`config.mk`:
```
export PLATFORM = sky130hd
export DESIGN_NAME = rstgen_top
export DESIGN_NICKNAME = d
export VERILOG_FILES = /design/src/rtl/rstgen_pkg.sv /design/src/rtl/rstgen_hold_cnt.sv /design/src/rtl/rstgen_lock_sync.sv /design/src/rtl/rstgen_top.sv
export SDC_FILE = /design/constraint.sdc
export NUM_CORES = 1
export LEC_CHECK = 0
export BUFFER_PORTS_ARGS = -buffer_cell sky130_fd_sc_hd__buf_4
export CORE_AREA = 2 2 39 41
export DETAILED_ROUTE_END_ITERATION = 8
export DIE_AREA = 0 0 41 43
export GPL_ROUTABILITY_DRIVEN = 0
export PLACE_DENSITY = 0.38
export SETUP_SLACK_MARGIN = 0.3
export SYNTH_ARGS = -nofsm -noshare
export SYNTH_HDL_FRONTEND = slang
export SYNTH_HIERARCHICAL = 1
export SYNTH_SLANG_ARGS = --single-unit
```
`constraint.sdc`:
```
create_clock -name clk -period 1.7 [get_ports clk]
set_input_delay 0.34 -clock clk [delete_from_list [all_inputs] [get_ports clk]]
set_output_delay 0.34 -clock clk [all_outputs]
set_load 0.03 [all_outputs]
```
`src/rtl/rstgen_pkg.sv`:
```
package rstgen_pkg;
  // Default width of the hold counter; release after 2**W - 1 edges.
  localparam int unsigned DEF_CNT_W       = 4;
  // Default depth of the lock synchronizer.
  localparam int unsigned DEF_SYNC_STAGES = 4;
endpackage

```
`src/rtl/rstgen_hold_cnt.sv`:
```
module rstgen_hold_cnt #(
  parameter int unsigned CNT_W = rstgen_pkg::DEF_CNT_W
) (
  input  logic             clk,
  output logic [CNT_W-1:0] cnt_o,
  output logic             done_o
);
  localparam logic [CNT_W-1:0] CNT_ONE = {{(CNT_W-1){1'b0}}, 1'b1};

  // Zero is the only start value used, so it is portable across toolflows.
  logic [CNT_W-1:0] cnt_q = '0;
  logic [CNT_W-1:0] cnt_d;
  logic             cnt_en;

  // The counter stops for good once it is all ones.
  assign done_o = &cnt_q;
  assign cnt_en = ~done_o;

  always_comb begin
    cnt_d = cnt_q;
    if (cnt_en) cnt_d = cnt_q + CNT_ONE;
  end

  always_ff @(posedge clk) begin
    cnt_q <= cnt_d;
  end

  assign cnt_o = cnt_q;
endmodule

```
`src/rtl/rstgen_lock_sync.sv`:
```
module rstgen_lock_sync #(
  parameter int unsigned SYNC_STAGES = rstgen_pkg::DEF_SYNC_STAGES
) (
  input  logic                   clk,
  input  logic                   lock_async_i,
  output logic [SYNC_STAGES-1:0] chain_o,
  output logic                   lock_sync_o
);
  logic [SYNC_STAGES-1:0] chain_q = '0;
  logic [SYNC_STAGES-1:0] chain_d;

  // Each stage takes the value of the stage before it.
  assign chain_d[0] = lock_async_i;
  for (genvar g = 1; g < SYNC_STAGES; g++) begin : g_stage
    assign chain_d[g] = chain_q[g-1];
  end

  always_ff @(posedge clk) begin
    chain_q <= chain_d;
  end

  assign chain_o     = chain_q;
  assign lock_sync_o = chain_q[SYNC_STAGES-1];
endmodule

```
`src/rtl/rstgen_top.sv`:
```
module rstgen_top #(
  parameter int unsigned CNT_W       = rstgen_pkg::DEF_CNT_W,
  parameter int unsigned SYNC_STAGES = rstgen_pkg::DEF_SYNC_STAGES,
  parameter bit          USE_LOCK    = 1'b1
) (
  input  logic clk,
  input  logic pll_lock_i,
  output logic rst_n_o
);
  logic [CNT_W-1:0]       hold_cnt;
  logic                   hold_done;
  logic [SYNC_STAGES-1:0] lock_chain;
  logic                   lock_sync;
  logic                   lock_ok;

  rstgen_hold_cnt #(.CNT_W(CNT_W)) u_cnt (
    .clk    (clk),
    .cnt_o  (hold_cnt),
    .done_o (hold_done)
  );

  rstgen_lock_sync #(.SYNC_STAGES(SYNC_STAGES)) u_sync (
    .clk          (clk),
    .lock_async_i (pll_lock_i),
    .chain_o      (lock_chain),
    .lock_sync_o  (lock_sync)
  );

  if (USE_LOCK) begin : g_lock
    assign lock_ok = lock_sync;
  end else begin : g_nolock
    assign lock_ok = 1'b1;
  end

  // Both terms are flip-flop outputs, so the reset changes only at edges.
  assign rst_n_o = hold_done & lock_ok;
endmodule

```
; Yosys cells after proc, flatten, opt, wreduce, memory -nomap -nowiden
; Index checks and enable logic that the tools add are counted.
[totals]
reg_bits = 8
word_cells = 5
ram_bits = 0
mem_count = 0
latchBits = 0
output_inout_bits = 1
input_bits = 2
mem_bits_ro = 0
[classes]
n_shift = 0
order_cmp = 0
n_eq_ne = 0
n_reduce_logical = 1
add_sub_neg = 1
muxes = 0
div = 0
bitwise = 1
mul = 0
[op_table]
columns = operator, count
row1 = "adder 4 x 1 -> 4 bit, second input constant", 1
row2 = AND reduction 4 bit, 1
row3 = bitwise AND 1 bit, 1

; Logic depth before layout (Yosys ltp)
; Gate-level depths: netlist (run 1).
[depth]
depth_word = 2
mapped_depth = 4
depth_no_buf = 4

; Cells and area by module
; The synthesis (run 1) kept the hierarchy.
[by_module_without_submodules]
columns = mod, area_per_inst_um2, seq_area_each_um2, instances, cells_per_inst
row1 = rstgen_hold_cnt, 167.7, 120.1, 1, 11
row2 = rstgen_lock_sync, 87.6, 80.1, 1, 5
row3 = rstgen_top, 6.3, 0.0, 1, 1

; Worst setup path before layout (run 1)
; Ideal clock, no wire load.
[synth_timing]
path_type = register to output
startpoint = reg u_cnt.cnt_q[0], in the netlist u_cnt/cnt_o[0]
endpoint = out rst_n_o
setup_slack_ps = 295
required_time_ps = 1360
path_buffers = 0
stages_incl_launch_ff = 5
arrival_ps = 1065
path_cell_list = edfxtp_1 -> ha_1 -> nand3_1 -> inv_1 -> and2_1
[synth_via]
elab_chain_len = 2
[synth_rtl]
columns = item, line
row1 = start: declaration, rstgen_hold_cnt.sv:11  ; logic [CNT_W-1:0] cnt_q = '0;
row2 = start signal: assignment, rstgen_hold_cnt.sv:25  ; cnt_q <= cnt_d;
row3 = AND reduction 4 bit, rstgen_hold_cnt.sv:16  ; assign done_o = &cnt_q;
row4 = via hold_done, rstgen_top.sv:11  ; logic hold_done;
row5 = bitwise AND 1 bit, rstgen_top.sv:36  ; assign rst_n_o = hold_done & lock_ok;
row6 = end: declaration, rstgen_top.sv:8  ; output logic rst_n_o
; The timed path passes the listed nets, and every way through them passes these cells.

; Final worst setup path (run 1)
[layout_timing]
startpoint = reg u_cnt.cnt_q[1], in the netlist u_cnt/cnt_o[1]
endpoint = out rst_n_o
; The elaborated chain is that of the path after synthesis.

==> results.json, run 1 <==
{
  "cap_viol_max_count": 0,
  "cts_hold_buf": 0,
  "synth_nets": 19,
  "vias": 136,
  "slew_headroom_pct": 89.4,
  "cts_root_buf": "clkbuf_4",
  "grt_max_degree": 5,
  "worst_pin_slew_ps": 159,
  "peakVddDrop_v": 0.000458,
  "p_int_uw": 288,
  "critPathLaunchType": "flip-flop",
  "track_usage_pct": 6.59,
  "design.core.area_sq_um": 1380,
  "antenna_cells": 0,
  "wire_per_inst_microns": 8.95,
  "cts_buffers": 3,
  "synth_area_sq_um": 254,
  "crit_fanout": 2,
  "first_iter_violations": 2,
  "layout-drive-gt1-share_pct": 45.8,
  "drt_first_pass_iters": 2,
  "yosysWarningCount": 6,
  "fin_util_pct": 25.1,
  "final_cell_mix": "4 x buf_4, 4 x edfxtp_1, 4 x dfxtp_1",
  "status": "finished clean",
  "clk_latency_ps": 250,
  "setup_viol": 0,
  "pre_cts_ws_ps": 192,
  "tritoncts": "done",
  "synthToLayoutAreaGrowth_pct": 36.9,
  "postLayoutSetupSlackWorst_ps": 154,
  "ioPinCount": 3,
  "rsz0062_at_grt": "true",
  "clk_path_buf_depth": 2,
  "clock_power_share_pct": 40.7,
  "combPwrFrac_pct": 0.5,
  "fin_skew_ps": 4.73,
  "maxSlewViolCount": 0,
  "fmax_mhz": 647,
  "num_rows": 14,
  "routed_wl_microns": 358,
  "power.switching_uw": 63.7,
  "finalPower_uw": 352,
  "drc_errors": 0,
  "syn_inst": 16,
  "die_h_microns": 43,
  "grt_pass1_wl_microns": 655,
  "powerDensity_nw_per_um2": 1010,
  "hold_viol_final": 0,
  "critPathKind": "reg2out",
  "dieArea_sq_um": 1760,
  "start_util_pct": 18.4,
  "postSynthAreaPerCell_sq_um": 15.9,
  "nets": 29,
  "cts_sinks": 8,
  "tns_ps": 0,
  "grt_overflow": 0,
  "port_buffers": 2,
  "crit_required_ps": 1360,
  "hold_path_class": "in2reg",
  "place_area_sq_um": 295,
  "h-tree-depth": 1,
  "path_clk_slew_ps": 60,
  "die_w_microns": 41,
  "crit_path_end_kind": "output pin",
  "p_sw_share_pct": 18.1,
  "drtAntennaViolNets": 0,
  "timing.final.crit_share_pct": 90.9,
  "min_period_ps": 1550,
  "vias_per_cell": 3.40,
  "power_leakage_nw": 0.145,
  "stdcell_area_sq_um": 348,
  "worstPathArrival_ps": 1210,
  "antenna_found_initial": 0,
  "grt_pass1_vias": 160,
  "p_seq_share_pct": 58.8
}
per-layer routing:
| layer | GRT usage [%] | wire length (microns) | share of wire, % | up-vias |
|---|---|---|---|---|
| met5 | 0 | 0 | 0 | - |
| met4 | 2.00 | 0 | 0 | 0 |
| met3 | 7.85 | 33 | 9.2 | 0 |
| met2 | 8.44 | 152 | 42 | 5 |
| met1 | 6.62 | 173 | 48 | 61 |
| li1 | - | - | - | 70 |
power groups by stage:
stage,sequential (mW),combinational (mW),clock [mW]
global placement,0.211,0.00163,0
CTS,0.207,0.00166,0.150
global route,0.207,0.00193,0.166
detailed placement,0.211,0.00171,0
finish,0.207,0.00165,0.143
floorplan,0.210,0.0000174,0
critical path, cell delays in order (launching register included):
cell	delay (ps)
edfxtp_1	390
ha_2	210
nand3_2	70
inv_1	40
and2_4	130
buf_6	130
cell type report:
class	instances	area, sq um
Multi-Input combinational cell	6	56.3
Inverter	2	7.51
Fill cell	145	1040
Sequential cell	8	200
Timing Repair Buffer	5	41.3
Clock buffer	3	22.5
Tap cell	16	20.0
per-stage QoR:
stage	cells	hold slack (ps)
6_report	40	188
5_1_grt	40	173
4_1_cts	40	180
3_5_place_dp	34	313
3_3_place_gp	34	311
2_1_floorplan	16	310
flip-flops by register name (all words and copies together) (netlist names):
register	cells
u_cnt/cnt_o	4
u_sync/chain_o	4
final timing paths:
kind	from	to	slack (ps)	depth (start not counted)
worst max-delay path	u_cnt/cnt_o[1]	rst_n_o	150	5
worst min-delay path	pll_lock_i	u_sync/chain_o[0]	190	1
worst max register to register	u_cnt/cnt_o[1]	u_cnt/cnt_o[2]	580	3
worst min register to register	u_sync/chain_o[2]	u_sync/chain_o[3]	320	0
repair_timing:
item,4_1_cts,5_1_grt
endpoints found under the hold margin,0,0
endpoints found under the setup margin,1,1
pin swaps,2,0
gates resized for setup,3,0
buffers inserted,3,0
Power figures use the tool's default switching activity.
==> inputs of run 2 (changes only) <==
REMOVE_ABC_BUFFERS = 1   (was unset)
==> run 2 against run 1 <==
Against the previous run:
- wire length did not move
- die area did not move
- largest power group unchanged
- critical path depth did not move
- clock-buffer cell count did not move
- clock skew rose by 0.91 ps
- non-clock buffer count rose by 2
- largest cell class unchanged
- via count rose by 8.8%
- hold slack improved by 5.4 ps
- critical path type unchanged
==> results.json, run 2 (synthesis results as in run 1) <==
{
  "fmax_mhz": 646,
  "antenna_cells": 0,
  "vias": 148,
  "crit_family": "flip-flops",
  "critPathLaunchType": "flip-flop",
  "grt_max_degree": 5,
  "wire_per_inst_microns": 8.52,
  "grt_overflow": 0,
  "design.core.area_sq_um": 1380,
  "dieArea_sq_um": 1760,
  "min_path_cells": 1,
  "layout-drive-gt1-share_pct": 50.0,
  "power.switching_uw": 64.3,
  "track_usage_pct": 5.68,
  "p_sw_share_pct": 18.3,
  "grt_pass1_wl_microns": 558,
  "tns_ps": 0,
  "cts_root_buf": "clkbuf_4",
  "r2r_setup_slack_ps": 530,
  "worstPathArrival_ps": 1210,
  "start_util_pct": 18.4,
  "worst_pin_slew_ps": 148,
  "tritoncts": "done",
  "power_leakage_nw": 0.156,
  "r2r_end": "u_cnt/cnt_o[0]",
  "critPathKind": "reg2out",
  "place_area_sq_um": 297,
  "rsz0062_at_grt": "true",
  "drtAntennaViolNets": 0,
  "reg2reg_depth": 4,
  "vias_per_cell": 3.52,
  "path_clk_slew_ps": 50,
  "slew_headroom_pct": 90.1,
  "final_cell_mix": "6 x buf_4, 4 x edfxtp_1, 4 x dfxtp_1",
  "maxSlewViolCount": 0,
  "holdPathEnd": "u_sync/chain_o[0]",
  "die_h_microns": 43,
  "crit_required_ps": 1360,
  "setup_viol": 0,
  "powerDensity_nw_per_um2": 971,
  "drc_errors": 0,
  "routed_wl_microns": 358,
  "timing.hold.ws_ps": 194,
  "cap_viol_max_count": 0,
  "regArea_sq_um": 200,
  "fin_util_pct": 26.2,
  "h-tree-depth": 1,
  "cts_buffers": 3,
  "final_common_cell": "buf_4",
  "grt_pass1_vias": 154,
  "max_stage_delay_ps": 390,
  "slowest_stage": "edfxtp_1",
  "die_w_microns": 41,
  "fin_skew_ps": 5.64,
  "fill_cells": 142,
  "ioPinCount": 3,
  "critPathBufInv": 2,
  "clk_latency_ps": 250,
  "p_seq_share_pct": 58.7,
  "hold_viol_final": 0,
  "combPwrFrac_pct": 0.5,
  "multiInputGateArea_sq_um": 56.3,
  "synthToLayoutAreaGrowth_pct": 42.9,
  "hold_path_class": "in2reg",
  "clock_power_share_pct": 40.8,
  "cts_sinks": 8,
  "nets": 31,
  "reg2reg_from": "u_cnt/cnt_o[1]",
  "timing.final.crit_share_pct": 91.1,
  "status": "finished clean",
  "stdcell_area_sq_um": 363,
  "num_rows": 14,
  "crit_path_end_kind": "output pin",
  "hp-start": "pll_lock_i",
  "cp_cell_sequence": "ha_2 -> nand3_2 -> inv_1 -> and2_4 -> buf_6",
  "clk_path_buf_depth": 2,
  "p_int_uw": 288,
  "crit_fanout": 2,
  "port_buffers": 2,
  "peakVddDrop_v": 0.000501,
  "drt_first_pass_iters": 2,
  "first_iter_violations": 2,
  "antenna_found_initial": 0,
  "min_period_ps": 1550
}
[run 2: changes by cell type in the layout (fill, tap and decap cells not counted), sizes merged]
cell,delta
buf,+2
[run 2: cell type report]
cell class              instances  area share [%]
well taps                      16            5.52
inverters                       2            2.07
flip-flops and latches          8            55.2
clock buffers                   3            6.21
repair buffers                  7            15.5
multi-input cells               6            15.5
[run 2: through the flow]
step / worst slack, ps / instances / power [mW]
final: 152 / 42 / 0.352
after global routing: 85.6 / 42 / 0.377
after CTS: 150 / 41 / 0.361
after detailed placement: 281 / 35 / 0.212
after global placement: 284 / 35 / 0.212
after floorplan: 295 / 16 / 0.210
[run 2: worst reg2reg max path, stage by stage (launching register included)]
cell	delay, ps
edfxtp_1	390
ha_2	210
nand3_2	70
buf_4	100
buf_4	120
[run 2: metal layers]
metal	share of wire, %	wire, microns	global-route usage, %
met5	0	0	0
met4	0	0	0
met3	7.5	27	9.42
met2	45	160	6.56
met1	47	170	5.65
[run 2: worst max-delay path by stage]
stage                   start      end  slack [ps]  depth (start not counted)
2_1_floorplan  u_cnt/cnt_o[0]  rst_n_o         290                          4
6_report       u_cnt/cnt_o[1]  rst_n_o         150                          5
3_3_place_gp   u_cnt/cnt_o[0]  rst_n_o         280                          5
3_5_place_dp   u_cnt/cnt_o[0]  rst_n_o         280                          5
4_1_cts        u_cnt/cnt_o[1]  rst_n_o         150                          5
5_1_grt        u_cnt/cnt_o[1]  rst_n_o          90                          5
[run 2: power by group through the flow]
stage	clock network (mW)	registers (mW)	logic [mW]
floorplan	0	0.210	0.0000171
global placement	0	0.211	0.00165
detailed placement	0	0.211	0.00165
CTS	0.153	0.207	0.00164
global route	0.168	0.207	0.00166
finish	0.144	0.207	0.00161
[run 2: repair_timing]
item	4_1_cts	5_1_grt
pin swaps	2	0
gates cloned	0	0
hold buffers	0	0
endpoints found under the setup margin	1	1
gates resized for setup	4	0
setup buffers	3	1
==> inputs of run 3 (changes only) <==
ABC_AREA = 1   (was unset)
PLACE_DENSITY = 0.39   (was 0.38)
==> run 3 against run 2 <==
Against the previous run:
- critical path depth increased by 1
- via count increased by 11%
- sequential share of layout area decreased by 2.0 points
- clock power increased by 5%
- total power increased by 2.2%
- die area unchanged
- synthesized cell count increased by 25%
- critical path type unchanged
- largest cell class unchanged
==> results.json, run 3 <==
{
  "status": "finished clean",
  "final_cell_mix": "5 x buf_4, 4 x inv_1, 4 x edfxtp_1, 4 x dfxtp_1",
  "dieArea_sq_um": 1760,
  "cts_sinks": 8,
  "cp_cell_sequence": "ha_4 -> nand3_2 -> inv_1 -> nand2_1 -> inv_1 -> buf_6",
  "antenna_cells": 0,
  "vias": 164,
  "die_h_microns": 43,
  "num_rows": 14,
  "worst_pin_slew_ps": 176,
  "design.core.area_sq_um": 1380,
  "path_clk_slew_ps": 60,
  "maxSlewViolCount": 0,
  "postSynthAreaPerCell_sq_um": 13.2,
  "power_leakage_nw": 0.157,
  "syn_inst": 20,
  "fmax_mhz": 655,
  "grt_pass1_wl_microns": 655,
  "crit_family": "flip-flops",
  "max_stage_delay_ps": 430,
  "die_w_microns": 41,
  "drc_errors": 0,
  "grt_max_degree": 6,
  "critical_path.most_common_cell": "inv_1",
  "antenna_found_initial": 0,
  "placedCellCount": 39,
  "yosysWarningCount": 6,
  "vias_per_cell": 3.57,
  "tns_ps": 0,
  "wire_per_inst_microns": 8.20,
  "drt_first_pass_iters": 2,
  "hold_path_class": "in2reg",
  "rsz0062_at_grt": "true",
  "routed_wl_microns": 377,
  "crit_required_ps": 1360,
  "clk_latency_ps": 250,
  "critPathKind": "reg2out",
  "clk_path_buf_depth": 2,
  "crit_fanout": 2,
  "cts_root_buf": "clkbuf_4",
  "fill_cells": 148,
  "instances_no_fill": 46,
  "slowest_stage": "edfxtp_1",
  "tritoncts": "done",
  "worstPathArrival_ps": 1190,
  "cts_buffers": 3,
  "r2r_setup_slack_ps": 600,
  "drtAntennaViolNets": 0,
  "first_iter_violations": 1,
  "peakVddDrop_v": 0.000317,
  "powerDensity_nw_per_um2": 956,
  "h-tree-depth": 1,
  "critPathBufInv": 3,
  "cap_viol_max_count": 0,
  "cts_hold_buf": 0,
  "grt_pass1_vias": 181,
  "ioPinCount": 3,
  "layout-drive-gt1-share_pct": 36.7,
  "min_period_ps": 1530,
  "port_buffers": 2,
  "final_common_cell": "buf_4",
  "synth_area_sq_um": 264,
  "fin_util_pct": 27.2,
  "synthToLayoutAreaGrowth_pct": 42.7,
  "crit_path_end_kind": "output pin",
  "timing.final.crit_share_pct": 89.9,
  "slew_headroom_pct": 88.3,
  "grt_overflow": 0,
  "hold_viol_final": 0,
  "critPathLaunchType": "flip-flop",
  "nets": 34,
  "start_util_pct": 19.1,
  "track_usage_pct": 6.29,
  "fin_skew_ps": 0.108,
  "setup_viol": 0
}
-- run 3: metal layers --
metal	vias up	wire length, microns	track usage (%)
met5	-	0	0
met4	0	0	10.0
met3	0	13	1.57
met2	2	203	8.44
met1	78	160	5.65
li1	84	-	-
-- run 3: metrics by stage --
stage                     hold slack [ps]  instance area, sq um  worst slack, ps  total power, mW
after global placement                310                   307              319            0.212
final                                 195                   377              172            0.360
after CTS                             180                   359              167            0.372
after global routing                  178                   377              118            0.382
after floorplan                       310                   264              333            0.210
after detailed placement              314                   307              318            0.212
-- run 3: cell type report --
class / instances / area [sq um] / area share (%)
repair buffers: 6 / 48.8 / 13.0
multi-input cells: 8 / 66.3 / 17.6
inverters: 4 / 15.0 / 3.99
flip-flops and latches: 8 / 200 / 53.2
clock buffers: 4 / 26.3 / 6.98
well taps: 16 / 20.0 / 5.32
-- run 3: repair_timing --
item,4_1_cts,5_1_grt
pin swaps,2,0
buffers inserted,2,1
setup endpoints to repair,1,1
gates resized for setup,3,1
hold endpoints to repair,0,0
-- run 3: report_power, final --
| group | switching (mW) | leakage (nW) | internal, mW |
|---|---|---|---|
| clock network | 0.0619 | 0.0150 | 0.0896 |
| logic | 0.000218 | 0.0622 | 0.00141 |
| registers | 0.000941 | 0.0803 | 0.206 |
| total | 0.0631 | 0.157 | 0.297 |
-- run 3: path summary, 6_finish.rpt --
path / from / endpoint / cells after the start
max reg2reg: u_cnt/cnt_o[1] / u_cnt/cnt_o[3] / 3
min: pll_lock_i / u_sync/chain_o[0] / 1
min reg2reg: u_sync/chain_o[2] / u_sync/chain_o[3] / 0
max: u_cnt/cnt_o[1] / rst_n_o / 6
